[config.mk]
export PLATFORM = sky130hd
export DESIGN_NAME = nvs_seq
export DESIGN_NICKNAME = d
export VERILOG_FILES = /design/src/rtl/nvs_pkg.sv /design/src/rtl/nvs_pick.sv /design/src/rtl/nvs_watch.sv /design/src/rtl/nvs_seq.sv
export SDC_FILE = /design/constraint.sdc
export NUM_CORES = 1
export LEC_CHECK = 0
export BUFFER_PORTS_ARGS = -buffer_cell sky130_fd_sc_hd__buf_2
export CAP_MARGIN = 20
export CORE_ASPECT_RATIO = 0.8
export CORE_UTILIZATION = 47
export DETAILED_ROUTE_END_ITERATION = 10
export PLACE_DENSITY_LB_ADDON = 0.2
export SETUP_SLACK_MARGIN = 0.2
export SYNTH_ARGS = -nofsm -noshare
export SYNTH_HDL_FRONTEND = slang
export SYNTH_SLANG_ARGS = --single-unit
[constraint.sdc]
create_clock -name clk -period 1.6 [get_ports clk]
set_input_delay 0.32 -clock clk [delete_from_list [all_inputs] [get_ports clk]]
set_output_delay 0.32 -clock clk [all_outputs]
set_load 0.01 [all_outputs]
[src/rtl/nvs_pkg.sv]
package nvs_pkg;

    typedef enum logic [2:0] {
        PH_RESET  = 3'd0,
        PH_RECALL = 3'd1,
        PH_READY  = 3'd2,
        PH_STORE  = 3'd3,
        PH_BROWN  = 3'd4
    } phase_t;

    typedef enum logic [1:0] {
        ACT_NONE   = 2'd0,
        ACT_STORE  = 2'd1,
        ACT_RECALL = 2'd2,
        ACT_BROWN  = 2'd3
    } act_t;

    typedef struct packed {
        act_t act;
        logic arm;
        logic disarm;
    } pick_t;

    localparam logic DIR_RECALL = 1'b0;
    localparam logic DIR_STORE  = 1'b1;

    function automatic logic in_copy(phase_t p);
        return (p == PH_RECALL) || (p == PH_STORE);
    endfunction

endpackage

[src/rtl/nvs_pick.sv]
module nvs_pick
    import nvs_pkg::*;
#(
    parameter bit SKIP_CLEAN = 1'b1
) (
    input  logic  pwr_fail,
    input  logic  hw_low,
    input  logic  sw_store,
    input  logic  sw_recall,
    input  logic  sw_as_on,
    input  logic  sw_as_off,
    input  logic  as_en,
    input  logic  dirty,
    output pick_t pick
);

    logic need_store;
    logic any_copy_cmd;

    assign need_store   = dirty || !SKIP_CLEAN;
    assign any_copy_cmd = pwr_fail || hw_low || sw_store || sw_recall;

    always_comb begin
        pick = '{act: ACT_NONE, arm: 1'b0, disarm: 1'b0};
        if (pwr_fail) begin
            pick.act = (as_en && need_store) ? ACT_STORE : ACT_BROWN;
        end else if (hw_low) begin
            pick.act = need_store ? ACT_STORE : ACT_NONE;
        end else if (sw_store) begin
            pick.act = need_store ? ACT_STORE : ACT_NONE;
        end else if (sw_recall) begin
            pick.act = ACT_RECALL;
        end
        pick.arm    = !any_copy_cmd && sw_as_on;
        pick.disarm = !any_copy_cmd && !sw_as_on && sw_as_off;
    end

endmodule

[src/rtl/nvs_watch.sv]
module nvs_watch #(
    parameter int LIMIT = 64
) (
    input  logic clk,
    input  logic rst,
    input  logic run,
    output logic expired
);

    localparam int CW = $clog2(LIMIT) + 1;
    localparam logic [CW-1:0] LAST = CW'(LIMIT - 1);

    logic [CW-1:0] cnt;

    assign expired = run && (cnt == LAST);

    always_ff @(posedge clk) begin
        if (rst || !run) begin
            cnt <= '0;
        end else if (cnt != LAST) begin
            cnt <= cnt + 1'b1;
        end
    end

    p_cnt_cap_r10: assert property (@(posedge clk) disable iff (rst)
        cnt <= LAST);

endmodule

[src/rtl/nvs_seq.sv]
module nvs_seq
    import nvs_pkg::*;
#(
    parameter int TIMEOUT_CYC = 64,
    parameter bit SKIP_CLEAN  = 1'b1,
    parameter bit AS_INIT     = 1'b1
) (
    input  logic clk,
    input  logic rst,
    input  logic pwr_good,
    input  logic ce,
    input  logic we,
    input  logic busy_in,
    input  logic sw_store,
    input  logic sw_recall,
    input  logic sw_as_on,
    input  logic sw_as_off,
    input  logic cp_done,
    output logic sram_en,
    output logic wr_allow,
    output logic busy_drive_low,
    output logic cp_start,
    output logic cp_dir,
    output logic autostore_on,
    output logic timeout_err,
    output logic wr_dropped
);

    phase_t phase;
    logic   dirty;
    logic   wr_lock;
    logic   expired;
    logic   op_end;
    logic   wr_ok;
    pick_t  pick;

    nvs_pick #(.SKIP_CLEAN(SKIP_CLEAN)) u_pick (
        .pwr_fail  (!pwr_good),
        .hw_low    (!busy_in),
        .sw_store  (sw_store),
        .sw_recall (sw_recall),
        .sw_as_on  (sw_as_on),
        .sw_as_off (sw_as_off),
        .as_en     (autostore_on),
        .dirty     (dirty),
        .pick      (pick)
    );

    nvs_watch #(.LIMIT(TIMEOUT_CYC)) u_watch (
        .clk     (clk),
        .rst     (rst),
        .run     (in_copy(phase)),
        .expired (expired)
    );

    assign busy_drive_low = in_copy(phase);
    assign sram_en        = (phase == PH_READY) && busy_in;
    assign wr_ok          = sram_en && pwr_good && !wr_lock;
    assign wr_allow       = ce && we && wr_ok;
    assign op_end         = cp_done || expired;

    always_ff @(posedge clk) begin
        if (rst) begin
            phase        <= PH_RESET;
            autostore_on <= AS_INIT;
            dirty        <= 1'b0;
            wr_lock      <= 1'b1;
            cp_start     <= 1'b0;
            cp_dir       <= DIR_RECALL;
            timeout_err  <= 1'b0;
            wr_dropped   <= 1'b0;
        end else begin
            cp_start <= 1'b0;
            if (wr_allow) dirty <= 1'b1;
            if (ce && we && !wr_ok) wr_dropped <= 1'b1;
            if (phase == PH_READY && !ce) wr_lock <= 1'b0;

            case (phase)
                PH_RESET: begin
                    if (pwr_good) begin
                        phase    <= PH_RECALL;
                        cp_start <= 1'b1;
                        cp_dir   <= DIR_RECALL;
                    end
                end
                PH_RECALL, PH_STORE: begin
                    if (op_end) begin
                        wr_lock <= 1'b1;
                        if (cp_done) dirty <= 1'b0;
                        else         timeout_err <= 1'b1;
                        if (phase == PH_STORE && !pwr_good) phase <= PH_BROWN;
                        else                                 phase <= PH_READY;
                    end
                end
                PH_READY: begin
                    if (pick.arm)    autostore_on <= 1'b1;
                    if (pick.disarm) autostore_on <= 1'b0;
                    case (pick.act)
                        ACT_STORE: begin
                            phase    <= PH_STORE;
                            cp_start <= 1'b1;
                            cp_dir   <= DIR_STORE;
                        end
                        ACT_RECALL: begin
                            phase    <= PH_RECALL;
                            cp_start <= 1'b1;
                            cp_dir   <= DIR_RECALL;
                        end
                        ACT_BROWN: phase <= PH_BROWN;
                        default: ;
                    endcase
                end
                PH_BROWN: begin
                    wr_lock <= 1'b1;
                    if (pwr_good) phase <= PH_RESET;
                end
                default: phase <= PH_RESET;
            endcase
        end
    end

    p_ext_low_off_r4: assert property (@(posedge clk) disable iff (rst)
        !busy_in |-> !sram_en);

    p_lowv_nowr_r5: assert property (@(posedge clk) disable iff (rst)
        !pwr_good |-> !wr_allow);

    p_copy_nowr_r6: assert property (@(posedge clk) disable iff (rst)
        busy_drive_low |-> !wr_allow);

    p_start_pulse_r12: assert property (@(posedge clk) disable iff (rst)
        cp_start |=> !cp_start);

    p_start_busy_r12: assert property (@(posedge clk) disable iff (rst)
        cp_start |-> busy_drive_low);

    p_err_sticky_r10: assert property (@(posedge clk) disable iff (rst)
        timeout_err |=> timeout_err);

    p_drop_sticky_r11: assert property (@(posedge clk) disable iff (rst)
        wr_dropped |=> wr_dropped);

endmodule

* Word level (Yosys, flattened, before mapping)
Index checks and enable logic that the tools add are counted.
** Storage, ports and cells
- Bits in registers :: 17
- Bits of input ports :: 11
- Word-level logic and storage cells :: 88
** Cells by class
- Add/subtract/negate cells :: 1
- Bitwise logic cells :: 1
- Multiplexer cells :: 27
- Equality and inequality tests :: 14
- Reduce and logical (&&, ||, !) cells :: 36
** Operators with widths (number)
- $logic_and 1x1->1 :: 13
- $mux 1 :: 12
- $mux 3 :: 4
- $pmux 3 s4 :: 1
- $mux 2 :: 5
- $pmux 3 s3 :: 1
- $logic_not 1->1 :: 8
- $pmux 1 s2 :: 4
- $add 7x1->7 const B :: 1
- $eq 7x6->1 const B :: 1
- $ne 7x6->1 const B :: 1
- $eq 3x2->1 const B :: 2
- $logic_or 1x1->1 :: 6
- $ne 2x2->1 const B :: 3
- $reduce_and 3->1 :: 2
- $eq 2x2->1 const B :: 2
- $ne 4x1->1 const B :: 1
- $reduce_and 4->1 :: 1
- $reduce_bool 2->1 :: 2
- $reduce_or 2->1 :: 2
- $eq 3x1->1 const B :: 1
- $eq 3x3->1 const B :: 1
- $logic_not 3->1 :: 1
- $ne 3x1->1 const B :: 1
- 3 further kinds :: 3

* Depth between registers and ports, before layout
Gate-level depths: netlist (run 1).
- Word-level depth :: 9
- Gate-level depth with buffers :: 8

* Cells and area by module
Synthesis (run 1) repeated with hierarchy kept, for this count alone.
** Second synthesis, totals
- Cell total of the unflattened synthesis :: 116
- Area total of the unflattened synthesis :: 1002.2 um^2
** Modules (own cells, without submodules)
- nvs_seq :: sequential area each 200.2 um^2, cells each 73, area each 605.6 um^2, times used 1
- nvs_watch :: sequential area each 140.1 um^2, cells each 34, area each 334.1 um^2, times used 1
- nvs_pick :: sequential area each 0.0 um^2, cells each 9, area each 62.6 um^2, times used 1

* Worst setup path after synthesis (run 1)
OpenSTA, ideal clock, no wires.
- Kind :: in2reg
- Start :: in busy_in
- End :: reg phase[1]
- Data arrival time :: 1.584 ns
- Path buffers :: 0
- Library setup time :: 0.116 ns
- Slack :: -0.100 ns
- Required time :: 1.484 ns
- Stages :: 7
- Cell sequence :: nor2b_1 -> a31o_2 -> ha_1 -> nor4bb_1 -> o21bai_1 -> a21oi_1 -> a31o_1
** On the way
- Cells in the longest elaborated chain, start to end :: 5
- Elaborated cells between the ends (all ways) :: 9
- Those cells by class :: eq/ne: 4; mux: 4; reduce/logical: 1
** Ends and longest elaborated chain
- start: declaration :: RTL line nvs_seq.sv:13 : input logic busy_in,
- $mux 2 * :: RTL line nvs_pick.sv:27 : end else if (hw_low) begin
- $mux 2 * :: RTL line nvs_pick.sv:25 : if (pwr_fail) begin
- $eq 2x2->1 / $eq 2x1->1 (equally long branches) :: RTL line nvs_seq.sv:98 : case (pick.act)
- $pmux 3 s3 / $ne 4x1->1 (equally long branches)
- $pmux 3 s4 / $reduce_and 4->1 (equally long branches)
- end signal: assignment :: RTL line nvs_seq.sv:81 : phase <= PH_RECALL;
- end signal: assignment :: RTL line nvs_seq.sv:100 : phase <= PH_STORE;
- end signal: assignment :: RTL line nvs_seq.sv:105 : phase <= PH_RECALL;
- end: declaration :: RTL line nvs_seq.sv:29 : phase_t phase;
Every way passes the cells marked *; elsewhere a longest branch is shown, timed or not.
A chain may end at the register's enable or synchronous reset.

* Final worst setup path (run 1)
- Start :: reg dirty
- End :: reg phase[1]
** On the way
- Cells in the longest elaborated chain, start to end :: 7
- Elaborated cells between the ends (all ways) :: 13
- Those cells by class :: eq/ne: 4; mux: 7; reduce/logical: 2
** Ends and longest elaborated chain
- start: declaration :: RTL line nvs_seq.sv:30 : logic dirty;
- start signal: assignment :: RTL line nvs_seq.sv:66 : dirty <= 1'b0;
- start signal: assignment :: RTL line nvs_seq.sv:74 : if (wr_allow) dirty <= 1'b1;
- start signal: assignment :: RTL line nvs_seq.sv:89 : if (cp_done) dirty <= 1'b0;
- $mux 1 :: RTL line nvs_pick.sv:28, nvs_pick.sv:30
- $mux 2 :: RTL line nvs_pick.sv:29 : end else if (sw_store) begin
- $mux 2 :: RTL line nvs_pick.sv:27
- $mux 2 * :: RTL line nvs_pick.sv:25
- $eq 2x2->1 / $eq 2x1->1 (equally long branches) :: RTL line nvs_seq.sv:98
- $pmux 3 s3 / $ne 4x1->1 (equally long branches)
- $pmux 3 s4 / $reduce_and 4->1 (equally long branches)
Marked as above.

==> results of run 1 <==
-- power by group through the flow --
stage	clock [mW]	combinational, mW	sequential [mW]
6_report	0.244	0.383	0.461
5_1_grt	0.262	0.400	0.462
4_1_cts	0.247	0.303	0.457
3_5_place_dp	0	0.239	0.463
3_3_place_gp	0	0.234	0.462
2_1_floorplan	0	0.147	0.465
-- repair_timing --
action | in CTS | in global routing
setup endpoints to repair | 8 | 15
pin swaps | 11 | 17
setup buffers | 10 | 7
resized for setup | 18 | 20
-- final cells by class --
| type | instances | area [µm²] | area share [%] |
|---|---|---|---|
| Tap cell | 22 | 27.53 | 1.874 |
| Clock inverter | 1 | 5.005 | 0.3407 |
| Clock buffer | 3 | 22.52 | 1.533 |
| Timing Repair Buffer | 51 | 376.6 | 25.64 |
| Multi-Input combinational cell | 82 | 671.9 | 45.74 |
| Inverter | 3 | 11.26 | 0.7666 |
| Sequential cell | 17 | 354.1 | 24.11 |
-- flip-flops by register name, summed over array words and instances, names as in the netlist --
register,flops
dirty,1
u_watch.cnt,7
cp_dir,1
phase,3
timeout_err,1
wr_dropped,1
cp_start,1
wr_lock,1
autostore_on,1
-- worst max path at each step --
stage	slack, ns	end	cells after the start
floorplan	0.009	phase[1]$_SDFFE_PP0P_	7
global placement	-0.17	phase[1]$_SDFFE_PP0P_	8
detailed placement	-0.22	phase[1]$_SDFFE_PP0P_	8
CTS	-0.06	phase[1]$_SDFFE_PP0P_	7
global route	-0.11	phase[1]$_SDFFE_PP0P_	8
finish	-0.04	phase[1]$_SDFFE_PP0P_	7
-- cells in the final DEF, fill, tap and decap left out, types with 3 or more instances in the layout --
| cell | n |
|---|---|
| nor2_1 | 11 |
| buf_2 | 16 |
| nand2b_1 | 3 |
| dfxtp_2 | 5 |
| ha_4 | 4 |
| buf_4 | 26 |
| buf_6 | 9 |
| dfxtp_1 | 10 |
| a21oi_1 | 7 |
| nand3_1 | 3 |
| nand2_1 | 9 |
| clkbuf_4 | 3 |
-- metrics by stage --
step / worst slack (ns) / area [µm²]
after floorplan: 0.008621 / 949.7
after global placement: -0.1703 / 1154
after detailed placement: -0.2159 / 1154
after CTS: -0.06340 / 1326
after global routing: -0.1118 / 1469
final: -0.04248 / 1469
-- kinds of logic after synthesis --
family | count (synthesis) | share of synthesized area [%]
compound gates | 26 | 18.76
flops | 17 | 37.52
mux | 1 | 1.103
buf+inv | 8 | 4.275
fa+ha+maj | 4 | 5.517
simple gates | 47 | 28.97
xor+xnor | 4 | 3.863
-- per-layer routing --
metal	routed length, µm	up-vias	part of all wire, %	GRT usage (%)
met5	0	-	0	0
met4	223	0	6.5	15.28
met3	228	24	6.6	8.696
met2	1634	69	47	50.66
met1	1369	502	40	31.32
li1	-	482	-	-
==> results.yml, run 1 <==
worst_setup_path:
  path_class: "flop to flop"
  r2r_cells: 7
  crit_buf_inv: 0
  end_kind: "flop"
  r2r-end: "phase[1]$_SDFFE_PP0P_"
  setup.worst_path.start_class: "flop"
  cp.required_ns: 1.80
  rr_startpoint: "dirty$_SDFF_PP0_"
  max_stage_delay_ns: 0.37
  r2r_setup_slack_ns: -0.04
  crit_arrival_ns: 1.84
  path_max_fanout: 4
  critPathLaunch: "dirty$_SDFF_PP0_"
  crit_top_cell: "a21oi_2"
  path_delay_family: "compound AO/OA/AOI/OAI gates"
  path_cells: "a21oi_2, a31o_4, ha_4, nor4bb_4, o21bai_2, a21oi_2, a31o_1"
  slowest_stage: "dfxtp_2"
timing:
  setup_tns_ns: -0.08202
  post-route-period-util_pct: 102.7
  setup_violations: 2
  fin_hold_ws_ns: 0.2571
  period_minus_slack_ns: 1.642
  finalMaxSlewViolations: 0
  rsz0062_at_grt: "yes"
  worst_pin_slew_ns: 0.3193
  setup_slack_ns: -0.04248
  relSlewSlack_pct: 78.52
  hold_violations: 0
  clock.fmax_mhz: 608.8
  fin_skew_ns: 0.01073
layout:
  fin_cells: 179
  area_growth_pct: 61.93
  utilization_pct: 86.01
  fin_nets: 173
  final_layout_size_suffix_gt1_share_pct: 52.87
  num-fill-cells: 91
  diodes: 0
status:
  failed_checks: "setup timing"
  status: "finished, violations left"
clock_network:
  cts_tree: "yes"
  clk_latency_ns: 0.31
  cts_root_buf: "clkbuf_4"
  path_clk_slew_ns: 0.11
  hold_buffers: 0
  clk_path_buf_depth: 2
  htree_levels: 1
  cts_buffers: 3
  clock-sinks: 17
die:
  initial_core_util_pct: 53.11
  core_um2: 1708
  die_h_um: 41.30
  rows: 13
  chipWidth_um: 51.12
  die_area_um2: 2111
  pin_count: 19
pwr:
  ir_worst_vdd_v: 0.0006809
  p_seq_share_pct: 42.4
  leakagePower_nw: 0.6274
  p_sw_share_pct: 32.13
  total_power_mw: 1.089
  p_sw_mw: 0.3498
  p_clk_share_pct: 22.5
  p_per_area_nw_per_um2: 741.2
  p_comb_share_pct: 35.2
  internal_power_mw: 0.7390
yosys:
  ys_async_sr_fraction_pct: 0
  yosys_warnings: 0
  netlist_area_um2: 907.1
  synth_nets: 122
  netlist_top_cells_count: "dfxtp_1 (17), nor2_1 (13), a21oi_1 (10)"
  synth_top_area_share_pct: 37.52
  yosys.area.top_type: "dfxtp_1"
  synth_ff_type: "dfxtp_1"
  ys_top_cells_by_area: "dfxtp_1 (38%), a21oi_1 (5.5%), ha_1 (5.5%), nor2_1 (5.4%), nand2_1 (3.7%)"
  syn_area_per_cell_um2: 8.478
  synth_seq_cells: 17
  synth_cells: 107
  synth.distinct_cells: 36
  synth.most_common_cell: "dfxtp_1"
  synth-seq-area-share_pct: 37.52
  synth_edf_count: 0
placement:
  gp_congestion: 0.8047
  io_buffers: 18
  dp_hpwl_um: 1619
  dpl.cell_count: 158
drt:
  drt_iter0_drc: 63
  drc: 0
  firstDrtPassIters: 5
  final_antenna_net_count: 0
  viasPerCell: 6.017
  wl_per_cell_um: 19.31
  num_vias: 1077
  routed_wl_um: 3456
global_route:
  grt_pass1_vias: 898
  grt_first_pass_wirelength_um: 4008
  grt_use_total_pct: 28.21
  antenna_found_initial: 0
  grt_max_degree: 13
  grt.overflow.total: 0
min_path:
  hold_path_end: "autostore_on$_SDFFE_PP1P_"
  holdPathStages: 2
  hp-start: "sw_as_on"
  hp-class: "primary input to flop"
job:
  maxCapViolCount: 0
(Power assumes the default switching activity.)
==> run 2: changes to the inputs <==
--- a/config.mk
+++ b/config.mk
@@ -8,7 +8,8 @@
 export BUFFER_PORTS_ARGS = -buffer_cell sky130_fd_sc_hd__buf_2
 export CAP_MARGIN = 20
 export CORE_ASPECT_RATIO = 0.8
-export CORE_UTILIZATION = 47
+export CORE_UTILIZATION = 50
+export CTS_BUF_LIST = sky130_fd_sc_hd__clkbuf_2 sky130_fd_sc_hd__clkbuf_4 sky130_fd_sc_hd__clkbuf_8
 export DETAILED_ROUTE_END_ITERATION = 10
 export PLACE_DENSITY_LB_ADDON = 0.2
 export SETUP_SLACK_MARGIN = 0.2
==> run 2 against run 1 <==
The run still ends with setup timing left; critical path depth down 2; maximum frequency down 1.6%; global-route usage down 0.12 points; register-to-register slack worse by 0.03 ns; non-clock buffer count down 3; cell area down 3.6%; hold slack worse by 0.0071 ns; clock power down 3%; core utilization down 0.64 points; cell count down 1.7%; power down 2.4%; count of clock-buffer cells in the layout unchanged.
==> results.yml, run 2 (synthesis gave the netlist of run 1 again) <==
status:
  status: "finished, violations left"
  failed_checks: "setup timing"
min_path:
  hp-class: "primary input to flop"
  holdPathStages: 2
clock_network:
  cts_tree: "yes"
  htree_levels: 1
  cts_buffers: 3
  clk_path_buf_depth: 2
  path_clk_slew_ns: 0.10
  clock-sinks: 17
  cts_root_buf: "clkbuf_4"
  clk_latency_ns: 0.30
worst_setup_path:
  r2r_cells: 7
  cp.required_ns: 1.28
  end_kind: "output pin"
  crit_arrival_ns: 1.35
  setup.worst_path.start_class: "flop"
  path_max_fanout: 7
  path_class: "flop to output pin"
placement:
  dp_hpwl_um: 1546
  io_buffers: 18
  gp_congestion: 0.8423
  dpl_worst_slack_ns: -0.2572
layout:
  utilization_pct: 85.37
  multi_input_area_um2: 645.6
  seq_area_um2: 354.1
  largest_reg_flops: 7
  area_growth_pct: 56.14
  final_layout_size_suffix_gt1_share_pct: 50.65
  top_regs: "u_watch.cnt: 7 flops, phase: 3 flops"
  diodes: 0
  fin_nets: 170
  num-fill-cells: 88
  top_register: "u_watch.cnt"
  final_common_cell: "buf_4"
  mostFrequentLayoutCells: "buf_4 (25), buf_2 (16), nor2_1 (11)"
timing:
  fin_skew_ns: 0.004805
  hold_violations: 0
  post-route-period-util_pct: 104.4
  setup_violations: 2
  finalMaxSlewViolations: 0
  setup_slack_ns: -0.06963
  rsz0062_at_grt: "yes"
  clock.fmax_mhz: 598.9
  worst_pin_slew_ns: 0.3276
  period_minus_slack_ns: 1.670
  relSlewSlack_pct: 77.96
global_route:
  grt_use_total_pct: 28.09
  grt_pass1_vias: 879
  grt_first_pass_wirelength_um: 3981
  grt_max_degree: 13
  grt.overflow.total: 0
  antenna_found_initial: 0
die:
  pin_count: 19
  initial_core_util_pct: 54.68
  die_h_um: 40.10
  rows: 13
  core_um2: 1659
  chipWidth_um: 49.62
  die_area_um2: 1990
drt:
  routed_wl_um: 2969
  viasPerCell: 5.989
  final_antenna_net_count: 0
  num_vias: 1054
  wl_per_cell_um: 16.87
  drt_iter0_drc: 117
  drc: 0
  firstDrtPassIters: 4
job:
  maxCapViolCount: 0
pwr:
  ir_worst_vdd_v: 0.0007512
  leakagePower_nw: 0.6035
  total_power_mw: 1.062
  p_per_area_nw_per_um2: 750.1
## run 2: worst paths after layout
| path | endpoint | slack, ns | from |
|---|---|---|---|
| worst max-delay path | wr_allow | -0.07 | phase[1]$_SDFFE_PP0P_ |
| worst max register to register | phase[1]$_SDFFE_PP0P_ | -0.07 | dirty$_SDFF_PP0_ |
| worst min-delay path | autostore_on$_SDFFE_PP1P_ | 0.25 | sw_as_on |
| worst min register to register | timeout_err$_SDFFE_PP0P_ | 0.48 | timeout_err$_SDFFE_PP0P_ |
## run 2: repair_timing
| action | in CTS | in global routing |
|---|---|---|
| setup endpoints to repair | 7 | 13 |
| hold buffers | 0 | 0 |
| resized for setup | 23 | 11 |
| setup buffers | 9 | 5 |
| pin swaps | 9 | 7 |
## run 2: worst max-delay path, cell delays in order, from the launching register on
cell and delay, ns:
dfxtp_2 0.35, buf_6 0.12, nor2b_4 0.13, nand4_1 0.16, nor2_2 0.15, buf_2 0.15
## run 2: final cells by class
type | count | share of cell area (%)
clock buffers | 3 | 1.590
clock inverters | 1 | 0.3534
inverters | 3 | 0.7951
multi-input cells | 82 | 45.58
flip-flops and latches | 17 | 25.00
well taps | 22 | 1.943
repair buffers | 48 | 24.73
## run 2: where the power goes
group | internal (mW) | switching (mW)
combinational | 0.195 | 0.169
sequential | 0.445 | 0.0179
clock | 0.0931 | 0.143
total | 0.733 | 0.330
## run 2: stage by stage
stage | instance area, µm² | instances | hold WS [ns] | TNS [ns]
floorplan | 949.7 | 107 | 0.4501 | 0
global placement | 1154 | 158 | 0.4422 | -0.4184
detailed placement | 1154 | 158 | 0.4504 | -0.5675
CTS | 1350 | 171 | 0.2589 | -0.07472
global route | 1416 | 176 | 0.2388 | -0.3174
finish | 1416 | 176 | 0.2500 | -0.1377
## run 2: metal layers
| layer | global-route usage (%) | vias up | part of all wire, % |
|---|---|---|---|
| li1 | - | 475 | - |
| met4 | 12.86 | 0 | 5.0 |
| met5 | 0 | - | 0 |
| met3 | 6.439 | 26 | 8.3 |
| met2 | 50.34 | 75 | 47 |
| met1 | 33.18 | 478 | 40 |
